File: config.mk
export PLATFORM = sky130hd
export DESIGN_NAME = fa_cache
export DESIGN_NICKNAME = d
export VERILOG_FILES = /design/src/rtl/fa_cache.sv
export SDC_FILE = /design/constraint.sdc
export NUM_CORES = 1
export LEC_CHECK = 0
export CAP_MARGIN = 20
export CORE_MARGIN = 2
export CORE_UTILIZATION = 35
export CTS_CLUSTER_SIZE = 20
export DETAILED_ROUTE_END_ITERATION = 6
export DONT_BUFFER_PORTS = 1
export GPL_ROUTABILITY_DRIVEN = 0
export PLACE_DENSITY = 0.54
export SYNTH_ARGS = -nofsm -noshare
export SYNTH_HDL_FRONTEND = slang
export SYNTH_SLANG_ARGS = --single-unit
File: constraint.sdc
create_clock -name clk -period 2.22 [get_ports clk]
set_input_delay 0.111 -clock clk [delete_from_list [all_inputs] [get_ports clk]]
set_output_delay 0.111 -clock clk [all_outputs]
set_load 0.02 [all_outputs]
File: src/rtl/fa_cache.sv
module fa_cache #(
  parameter int LINES = 4,
  parameter int LINE_BYTES = 8,
  parameter int AW = 12
) (
  input  logic                    clk,
  input  logic                    rst_n,
  input  logic                    sel,
  input  logic                    rd,
  input  logic                    wr,
  input  logic                    fill,
  input  logic                    setv,
  input  logic                    vbit,
  input  logic [AW-1:0]           addr,
  input  logic [$clog2(LINES)-1:0] line_sel,
  input  logic [7:0]              wdata,
  input  logic [LINE_BYTES*8-1:0] fill_data,
  output logic [7:0]              rdata,
  output logic                    hit_n
);
  localparam int OW = $clog2(LINE_BYTES);
  localparam int LW = $clog2(LINES);
  localparam int TW = AW - OW;
  localparam int DW = LINE_BYTES * 8;

  logic [TW-1:0]    tags  [LINES];
  logic [DW-1:0]    lines [LINES];
  logic [LINES-1:0] vld;
  logic [LINES-1:0] match;
  logic [DW-1:0]    hdata;

  wire [TW-1:0] atag   = addr[AW-1:OW];
  wire [OW-1:0] ofs    = addr[OW-1:0];
  wire          lookup = sel & ~fill & ~setv;

  for (genvar i = 0; i < LINES; i++) begin : g_cmp
    assign match[i] = vld[i] && (tags[i] == atag);
  end

  wire [LINES-1:0] act = match & {LINES{lookup}};
  wire             hit = |act;

  always_comb begin
    hdata = '0;
    for (int i = 0; i < LINES; i++)
      if (act[i]) hdata = hdata | lines[i];
  end

  assign hit_n = ~hit;
  assign rdata = (rd && hit) ? hdata[{ofs, 3'b000} +: 8] : 8'h00;

  always_ff @(posedge clk or negedge rst_n) begin
    if (!rst_n) vld <= '0;
    else
      for (int i = 0; i < LINES; i++)
        if (sel && fill && line_sel == LW'(i)) vld[i] <= 1'b1;
        else if (sel && setv && line_sel == LW'(i)) vld[i] <= vbit;
  end

  always_ff @(posedge clk) begin
    for (int i = 0; i < LINES; i++)
      if (sel && fill && line_sel == LW'(i)) begin
        tags[i]  <= atag;
        lines[i] <= fill_data;
      end else if (wr && act[i]) begin
        lines[i][{ofs, 3'b000} +: 8] <= wdata;
      end
  end
endmodule


Word-level counts from Yosys, hierarchy flattened
Memories as Yosys holds them, arrays and structs flattened.
Cells that the tools add are included.
Storage, ports and cells
  flip-flop bits (word level): 4
  latch bits: 0
  RAM bits: 292
  memory bits (read-only): 0
  input bits: 94
  output and inout bits: 9
  logic and storage cells: 608
  memories: 2
Operators by class
  $add $sub $neg: 1
  multiply operators: 0
  divide/modulo/power cells: 0
  order comparisons: 0
  eq/ne operators: 7
  shift operators: 3
  mux-type cells: 298
  bitwise operators: 265
  reduce and logical (&&, ||, !) cells: 28
Memories
  lines: words 4, bits a word 64, rd ports 4, clocked after Yosys merged registers in 0, wr ports 4, line 27  | logic [DW-1:0] lines [LINES];
  tags: words 4, bits a word 9, rd ports 4, clocked after Yosys merged registers in 0, wr ports 1, line 26  | logic [TW-1:0] tags [LINES];
Operators by type and width (number)
  64-bit two-way mux: 8
  1-bit two-way mux: 283
  1-bit bitwise OR: 256
  64-bit bitwise OR: 3
  8-bit by 8-bit variable shift with 64-bit output (first input constant): 1
  64-bit by 7-bit variable part select with 8-bit output: 1
  8-bit by 8-bit variable part select with 64-bit output: 1
  9-bit equality test: 4
  9-bit two-way mux: 3
  9-bit OR reduction: 3
  1-bit logical AND: 19
  8-bit two-way mux: 1
  6-bit negator with 8-bit output: 1
  2-bit nonzero test: 4
  2-bit two-way mux: 3
  4-bit AND: 1
  2-bit equality test (second input constant): 2
  4-bit OR reduction: 1
  1-bit NOT: 3
  1-bit AND: 2
  2-bit by 1-bit equality test with 1-bit output (second input constant): 1
  2-bit zero test: 1

Logic depth before layout (Yosys ltp)
Gate-level depths: netlist (run 1).
  depth in word-level cells: 13
  gate-level depth with buffers: 11

Worst setup path before layout (run 1)
OpenSTA, ideal clock, no wires.
  path type: input to register
  start point: input addr[1]
  end point: memory lines[0][0] (netlist name), enable pin
  setup time: 330 ps
  arrival: 2307 ps
  data required time: 1890 ps
  path slack: -417 ps
  stages on the path: 8
  buffers on the path: 2
  cell sequence: buf_2 inv_1 buf_2 ha_1 ha_1 nor4b_1 nand2_2 nand2_1
RTL lines
  start, declared: line 14  | input logic [AW-1:0] addr,
  end, declared: line 27

==> results.py, run 1 <==
metrics = {
    "sta": {
        "worstMarginPinSlew_ns": 0.778,
        "hold_viol": 0,
        "setup_viol": 422,
        "maxSlewViolCount": 0,
        "fin_crit_sh_pct": 146,
        "clock.fmax_mhz": 309,
        "rsz0062_at_grt": "yes",
        "holdWs_ns": 0.0587,
        "maxSlewHeadroom_pct": 48.1,
        "period_minus_slack_ns": 3.23,
        "layout_setup_ws_ns": -1.01,
        "finalClockSkew_ns": 0.0209,
    },
    "cts": {
        "numCtsBuffers": 35,
        "clock_sinks": 296,
        "cts_tree": "built",
        "clk_path_buf_depth": 3,
        "cts.clk_slew.worst_paths_ns": 0.06,
        "cts_root_buf": "clkbuf_16",
        "htreeDepth": 2,
        "clkLatencyLatePin_ns": 0.55,
    },
    "detailed_routing": {
        "drtAntennaViolNets": 0,
        "wire_per_inst_um": 27.0,
        "wirelength_mm": 56.4,
        "firstDrtPassIters": 6,
        "vias_per_cell": 5.92,
        "drc_errors": 0,
        "drtIter0Drc": 1409,
        "vias": 12300,
    },
    "global_route": {
        "grt.overflow.total": 0,
        "grt_pass1_wl_mm": 73.7,
        "grt_antenna_before_repair": 5,
        "grt_usage_pct": 23.9,
        "grt_pass1_vias": 11400,
        "grt_max_degree": 42,
    },
    "layout": {
        "nNetsFinal": 1624,
        "syn2layout_area_growth_pct": 51.8,
        "fillerInstances": 3302,
        "layout-drive-gt1-share_pct": 43.2,
        "post-route-util_pct": 53.7,
    },
    "floorplanning": {
        "die_area_mm2": 0.0427,
        "initial_core_util_pct": 35.4,
        "std_cell_rows": 74,
        "ioPinCount": 103,
        "die_w_um": 207,
        "die_y_um": 207,
        "core-area_mm2": 0.0406,
    },
    "power": {
        "p_leak_uw": 0.00770,
        "pwr_density_cell_mw_per_mm2": 604,
        "ir_worst_vdd_mv": 0.566,
    },
    "hold_path": {
        "min_path_type": "input pin to flop",
        "hold_start": "wdata[1]",
    },
    "status": {
        "status": "complete, but fails checks",
        "violations": "setup timing",
    },
    "logic_synthesis": {
        "ys_warn_count": 0,
        "ys_seq_elements": 296,
        "yosys.cell_types.count": 49,
        "synthCells": 1254,
        "ys_seq_area_share_pct": 61.7,
        "syn_area_mm2": 0.0144,
        "synth_edf_count": 292,
        "async_reset_ff_share_pct": 1.35,
        "ys.flop_type": "edfxtp_1",
        "syn_nets": 1353,
        "avgSynthCellArea_um2": 11.5,
    },
    "worst_setup_path": {
        "cp.required_ns": 2.11,
        "critPathKind": "flop to output pin",
        "cp-startpoint": "tags[0][3]$_DFFE_PP_",
        "crit_path_max_fanout": 7,
        "worstPathArrival_ns": 3.12,
        "rr_startpoint": "tags[3][0]$_DFFE_PP_",
        "cp-start-kind": "flop",
        "end_kind": "output pin",
    },
    "placement": {
        "io_buffers": 0,
        "dp_hpwl_mm": 34.1,
    },
    "run": {
        "max_cap_viol_count": 0,
    },
}
[registers in the layout, indices dropped and copies added (netlist names)]
| name | cells |
|---|---|
| vld | 4 |
| lines | 256 |
| tags | 36 |
[placed cells by master (no fill, tap or decap), types with 5 or more instances in the layout]
cell,instances
edfxtp_1,292
nand2_2,118
o21ai_1,115
nand2_1,104
dlygate4sd3_1,95
buf_4,83
o21ai_2,70
buf_12,61
mux2_2,55
nand2_8,51
a22oi_1,50
clkbuf_16,50
nand2_4,49
a222oi_1,38
a21oi_1,36
xnor2_1,24
buf_6,24
o21ai_0,23
nand3_1,15
buf_8,15
nand4_1,13
and3_1,10
xnor2_2,9
mux2_4,9
clkbuf_1,9
buf_2,9
inv_1,8
nand3_4,8
a31oi_1,6
diode_2,5
clkinv_1,5
a211o_1,5
a221oi_2,5
and3_4,5
clkinv_2,5
[power by group]
group          internal, uW  switching [uW]  total (uW)
registers              6340            73.2        6420
logic                   496             706        1200
clock network          3210            2360        5570
total                 10100            3140       13200
[critical path: stages, from the launching register on]
cell	delay [ns]
edfxtp_1	0.42
xnor2_2	0.25
nand4bb_4	0.15
nor4b_4	0.24
buf_6	0.20
buf_12	0.15
a222oi_1	0.10
and3_1	0.22
a211o_1	0.35
a221oi_2	0.28
buf_4	0.20
[worst paths after layout]
| path | end | slack [ns] | depth (start not counted) |
|---|---|---|---|
| setup / recovery | rdata[2] | -1.01 | 10 |
| hold / removal | lines[2][25]$_DFFE_PP_ | 0.06 | 2 |
| setup reg to reg | lines[3][50]$_DFFE_PP_ | -0.32 | 12 |
| hold reg to reg | vld[2]$_DFFE_PN0P_ | 1.21 | 3 |
| max in group asynchronous | vld[1]$_DFFE_PN0P_ | 1.68 | 2 |
| min in group asynchronous | vld[0]$_DFFE_PN0P_ | 0.37 | 2 |
[per-layer routing]
layer	vias up	track usage, %	wire length (um)
li1	5376	-	-
met1	6140	29.9	21100
met2	663	38.5	27000
met3	150	6.23	5410
met4	4	11.3	2840
met5	-	0	28
[final cells by class]
class	count	area, um^2	area share [%]
Multi-Input combinational cell	878	7380	33.8
Sequential cell	296	8870	40.6
Tap cell	532	666	3.05
Clock inverter	15	140	0.642
Inverter	9	33.8	0.155
Antenna cell	5	12.5	0.0573
Timing Repair Buffer	305	3800	17.4
Clock buffer	45	935	4.28
[synthesized netlist by cell type, types with 6 or more instances]
cell type | n | area share [%]
o21ai_0 | 206 | 7.2
inv_1 | 8 | 0.21
a22oi_1 | 52 | 2.7
nand2_1 | 306 | 8.0
buf_4 | 6 | 0.31
nand4_1 | 13 | 0.57
a211o_1 | 7 | 0.43
a21oi_1 | 37 | 1.3
xnor2_1 | 33 | 2.0
a221oi_1 | 7 | 0.43
nand3_1 | 23 | 0.80
clkbuf_1 | 46 | 1.2
a222oi_1 | 38 | 2.6
nand2_2 | 8 | 0.35
mux2_2 | 64 | 5.0
a31oi_1 | 9 | 0.39
edfxtp_1 | 292 | 61
buf_2 | 23 | 0.80
and3_1 | 15 | 0.65
[through the flow]
stage	instance area (um^2)	setup slack [ns]	TNS (ns)	power [uW]	instances
global placement	16400	-0.598	-57.96	7200	1846
global route	21800	-1.12	-105.48	13500	2085
floorplan	14500	-0.0491	-0.365	6980	1254
detailed placement	16400	-0.579	-63.95	7220	1846
CTS	19000	-1.04	-51.10	13000	2015
finish	21800	-1.01	-62.06	13200	2085
[timing repair]
item | in CTS | in global routing
setup endpoints to repair | 433 | 521
endpoints found under the hold margin | 300 | 4
pin swaps | 32 | 60
cloned | 7 | 30
resized for setup | 91 | 636
buffers inserted | 8 | 44
hold buffers | 94 | 1
[logic make-up (layout without fill, tap and decap cells)]
group           count (synthesis)  after routing  share of synthesized area, %
compound gates                368            368                          15.7
simple gates                  397            405                          12.2
other cells                     0              5                             0
xor+xnor                       36             36                          2.19
mux                            64             64                          5.01
fa+ha+maj                       5              5                         0.435
buf+inv                        88            374                          2.81
flops                         296            296                          61.7
No activity file was read; power rests on OpenSTA's default activity.
==> run 2: changes to the inputs <==
--- a/config.mk
+++ b/config.mk
@@ -6,13 +6,15 @@
 export NUM_CORES = 1
 export LEC_CHECK = 0
 export CAP_MARGIN = 20
-export CORE_MARGIN = 2
+export CORE_MARGIN = 10
 export CORE_UTILIZATION = 35
 export CTS_CLUSTER_SIZE = 20
 export DETAILED_ROUTE_END_ITERATION = 6
 export DONT_BUFFER_PORTS = 1
 export GPL_ROUTABILITY_DRIVEN = 0
 export PLACE_DENSITY = 0.54
+export REMOVE_ABC_BUFFERS = 1
+export SKIP_LAST_GASP = 1
 export SYNTH_ARGS = -nofsm -noshare
 export SYNTH_HDL_FRONTEND = slang
 export SYNTH_SLANG_ARGS = --single-unit
==> run 2 against run 1 <==
- the run ends with DRC, setup timing left
- clock skew down 0.00056 ns
- setup slack lost 0.074 ns
- routed wire length decreased by 2.5%
- total power up 1.6%
- via count shrank 1.2%
- highest routed layer unchanged
==> results.py, run 2 (synthesized netlist as in run 1, its figures left out) <==
metrics = {
    "sta": {
        "fin_crit_sh_pct": 149,
        "clock.fmax_mhz": 302,
        "hold_viol": 0,
        "finalSetupTns_ns": -68.04,
        "worstMarginPinSlew_ns": 0.855,
        "period_minus_slack_ns": 3.31,
        "maxSlewHeadroom_pct": 42.6,
        "setup_viol": 352,
        "finalClockSkew_ns": 0.0204,
        "rsz0062_at_grt": "yes",
        "layout_setup_ws_ns": -1.09,
        "maxSlewViolCount": 0,
    },
    "cts": {
        "cts.clk_slew.worst_paths_ns": 0.06,
        "clock_sinks": 296,
        "clk_path_buf_depth": 3,
        "numCtsBuffers": 36,
        "clkLatencyLatePin_ns": 0.56,
        "htreeDepth": 2,
        "cts_root_buf": "clkbuf_16",
        "cts_tree": "built",
    },
    "floorplanning": {
        "die_w_um": 223,
        "std_cell_rows": 74,
        "initial_core_util_pct": 35.3,
        "die_area_mm2": 0.0496,
        "die_y_um": 223,
        "ioPinCount": 103,
        "core-area_mm2": 0.0407,
    },
    "status": {
        "violations": "DRC, setup timing",
        "status": "complete, but fails checks",
    },
    "worst_setup_path": {
        "cp-start-kind": "flop",
        "r2r_slack_ns": -0.32,
        "reg2reg_depth": 10,
        "critPathKind": "flop to output pin",
        "slowest_stage": "edfxtp_1",
        "path_cells": "xnor2_2 > nand4_1 > nor4b_4 > buf_4 > buf_4 > a222oi_1 > nand2_1 > nand4_1 > a221oi_4 > buf_4 > buf_6",
        "end_kind": "output pin",
        "r2r_end": "lines[2][1]$_DFFE_PP_",
        "rr_startpoint": "tags[2][7]$_DFFE_PP_",
        "cp.required_ns": 2.11,
        "worstPathArrival_ns": 3.20,
        "crit_path_max_fanout": 5,
        "critPathMaxStageDelay_ns": 0.40,
        "crit_top_cell": "buf_4",
    },
    "layout": {
        "layout_common_cells": "292 x edfxtp_1, 133 x nand2_1, 93 x dlygate4sd3_1",
        "largest_register_ff_count": 256,
        "reg_top3": "lines: 256 flops, tags: 36 flops, vld: 4 flops",
        "nNetsFinal": 1601,
        "syn2layout_area_growth_pct": 47.4,
        "fillerInstances": 3397,
        "mostFrequentLayoutCell": "edfxtp_1",
        "regMostFlops": "lines",
        "final_cells": 2066,
        "layout-drive-gt1-share_pct": 39.9,
    },
    "placement": {
        "dp.cells": 1854,
        "dp_hpwl_mm": 34.1,
        "io_buffers": 0,
    },
    "hold_path": {
        "hold_depth": 2,
        "hold_start": "wdata[0]",
        "hold_end": "lines[2][48]$_DFFE_PP_",
        "min_path_type": "input pin to flop",
    },
    "power": {
        "ir_worst_vdd_mv": 0.570,
        "power_uw": 13400,
        "sw_frac_of_total_pct": 23.9,
        "pwr-share-comb_pct": 8.6,
        "pwr_density_cell_mw_per_mm2": 632,
        "power_frac_seq_pct": 47.9,
        "p_leak_uw": 0.00744,
        "switching_power_uw": 3210,
        "p_int_uw": 10200,
        "clockPowerShare_pct": 43.5,
    },
    "global_route": {
        "grt.overflow.total": 0,
        "grt_pass1_vias": 11700,
        "grt_pass1_wl_mm": 78.7,
        "grt_antenna_before_repair": 5,
        "grt_usage_pct": 20.9,
        "grt_max_degree": 42,
    },
    "detailed_routing": {
        "wirelength_mm": 54.9,
        "vias": 12200,
        "vias_per_cell": 5.90,
        "drtIter0Drc": 1537,
        "drtAntennaViolNets": 0,
        "drc_errors": 2,
        "firstDrtPassIters": 7,
        "wire_per_inst_um": 26.6,
    },
    "run": {
        "max_cap_viol_count": 0,
    },
}
run 2: cell types whose count changed in the layout (fill, tap and decap cells not counted), moves of 7 or more:
cell       change
nand2_2       -33
o21ai_0       +32
nand2_1       +29
o21ai_1       -29
nand2_4       +18
nand2_8       -16
clkbuf_16     -11
buf_4         -10
buf_6          +9
buf_12         -7
run 2: metal layers:
layer,up-vias,track usage (%),share of wire (%),routed length (um)
li1,5330,-,-,-
met4,2,7.98,3.4,1850
met2,621,33.1,48,26100
met3,107,3.62,8.2,4520
met1,6126,28.1,41,22400
met5,-,0,0.013,7
run 2: repair_timing:
item / in CTS / in global routing
resized for setup: 290 / 383
hold endpoints to repair: 300 / 0
pin swaps: 118 / 46
buffers inserted: 23 / 15
setup endpoints to repair: 379 / 519
cloned: 23 / 5
hold buffers: 93 / 0
run 2: worst max-delay path by stage:
stage	startpoint	to	cells past startpoint
finish	tags[0][8]$_DFFE_PP_	rdata[2]	11
global route	tags[0][3]$_DFFE_PP_	rdata[3]	12
CTS	tags[0][6]$_DFFE_PP_	rdata[5]	12
detailed placement	tags[0][5]$_DFFE_PP_	rdata[5]	11
global placement	tags[0][1]$_DFFE_PP_	rdata[5]	11
floorplan	tags[1][2]$_DFFE_PP_	rdata[0]	7
run 2: cell type report:
class	instances	area [um^2]	share of cell area [%]
Inverter	9	33.8	0.159
Clock buffer	41	920	4.34
Tap cell	532	666	3.14
Clock inverter	24	236	1.12
Antenna cell	5	12.5	0.0590
Multi-Input combinational cell	876	6980	33.0
Timing Repair Buffer	283	3470	16.4
Sequential cell	296	8870	41.9
run 2: power by group through the flow:
stage | clock, uW | sequential (uW) | combinational, uW
2_1_floorplan | 0 | 6500 | 410
4_1_cts | 5890 | 6420 | 992
5_1_grt | 6080 | 6440 | 1230
3_3_place_gp | 0 | 6540 | 649
3_5_place_dp | 0 | 6540 | 666
6_report | 5830 | 6420 | 1150
run 2: critical path, delay by kind of cell, from the launching register on:
kind	cells	cell delay (ns)
xor+xnor	1	0.16
compound gates	2	0.47
flops	1	0.40
simple gates	4	0.96
buf+inv	4	0.65
run 2: stage by stage:
step                      utilization [%]  hold slack, ns  worst slack, ns  cell area, um^2
after floorplan                         -          -0.185            -3.73            14000
after global placement               40.0          -0.184           -0.798            16300
after detailed placement             40.0          -0.184           -0.830            16300
after CTS                            48.7         0.00340            -1.11            19900
after global routing                 52.0          0.0775            -1.18            21200
final                                52.0          0.0466            -1.09            21200
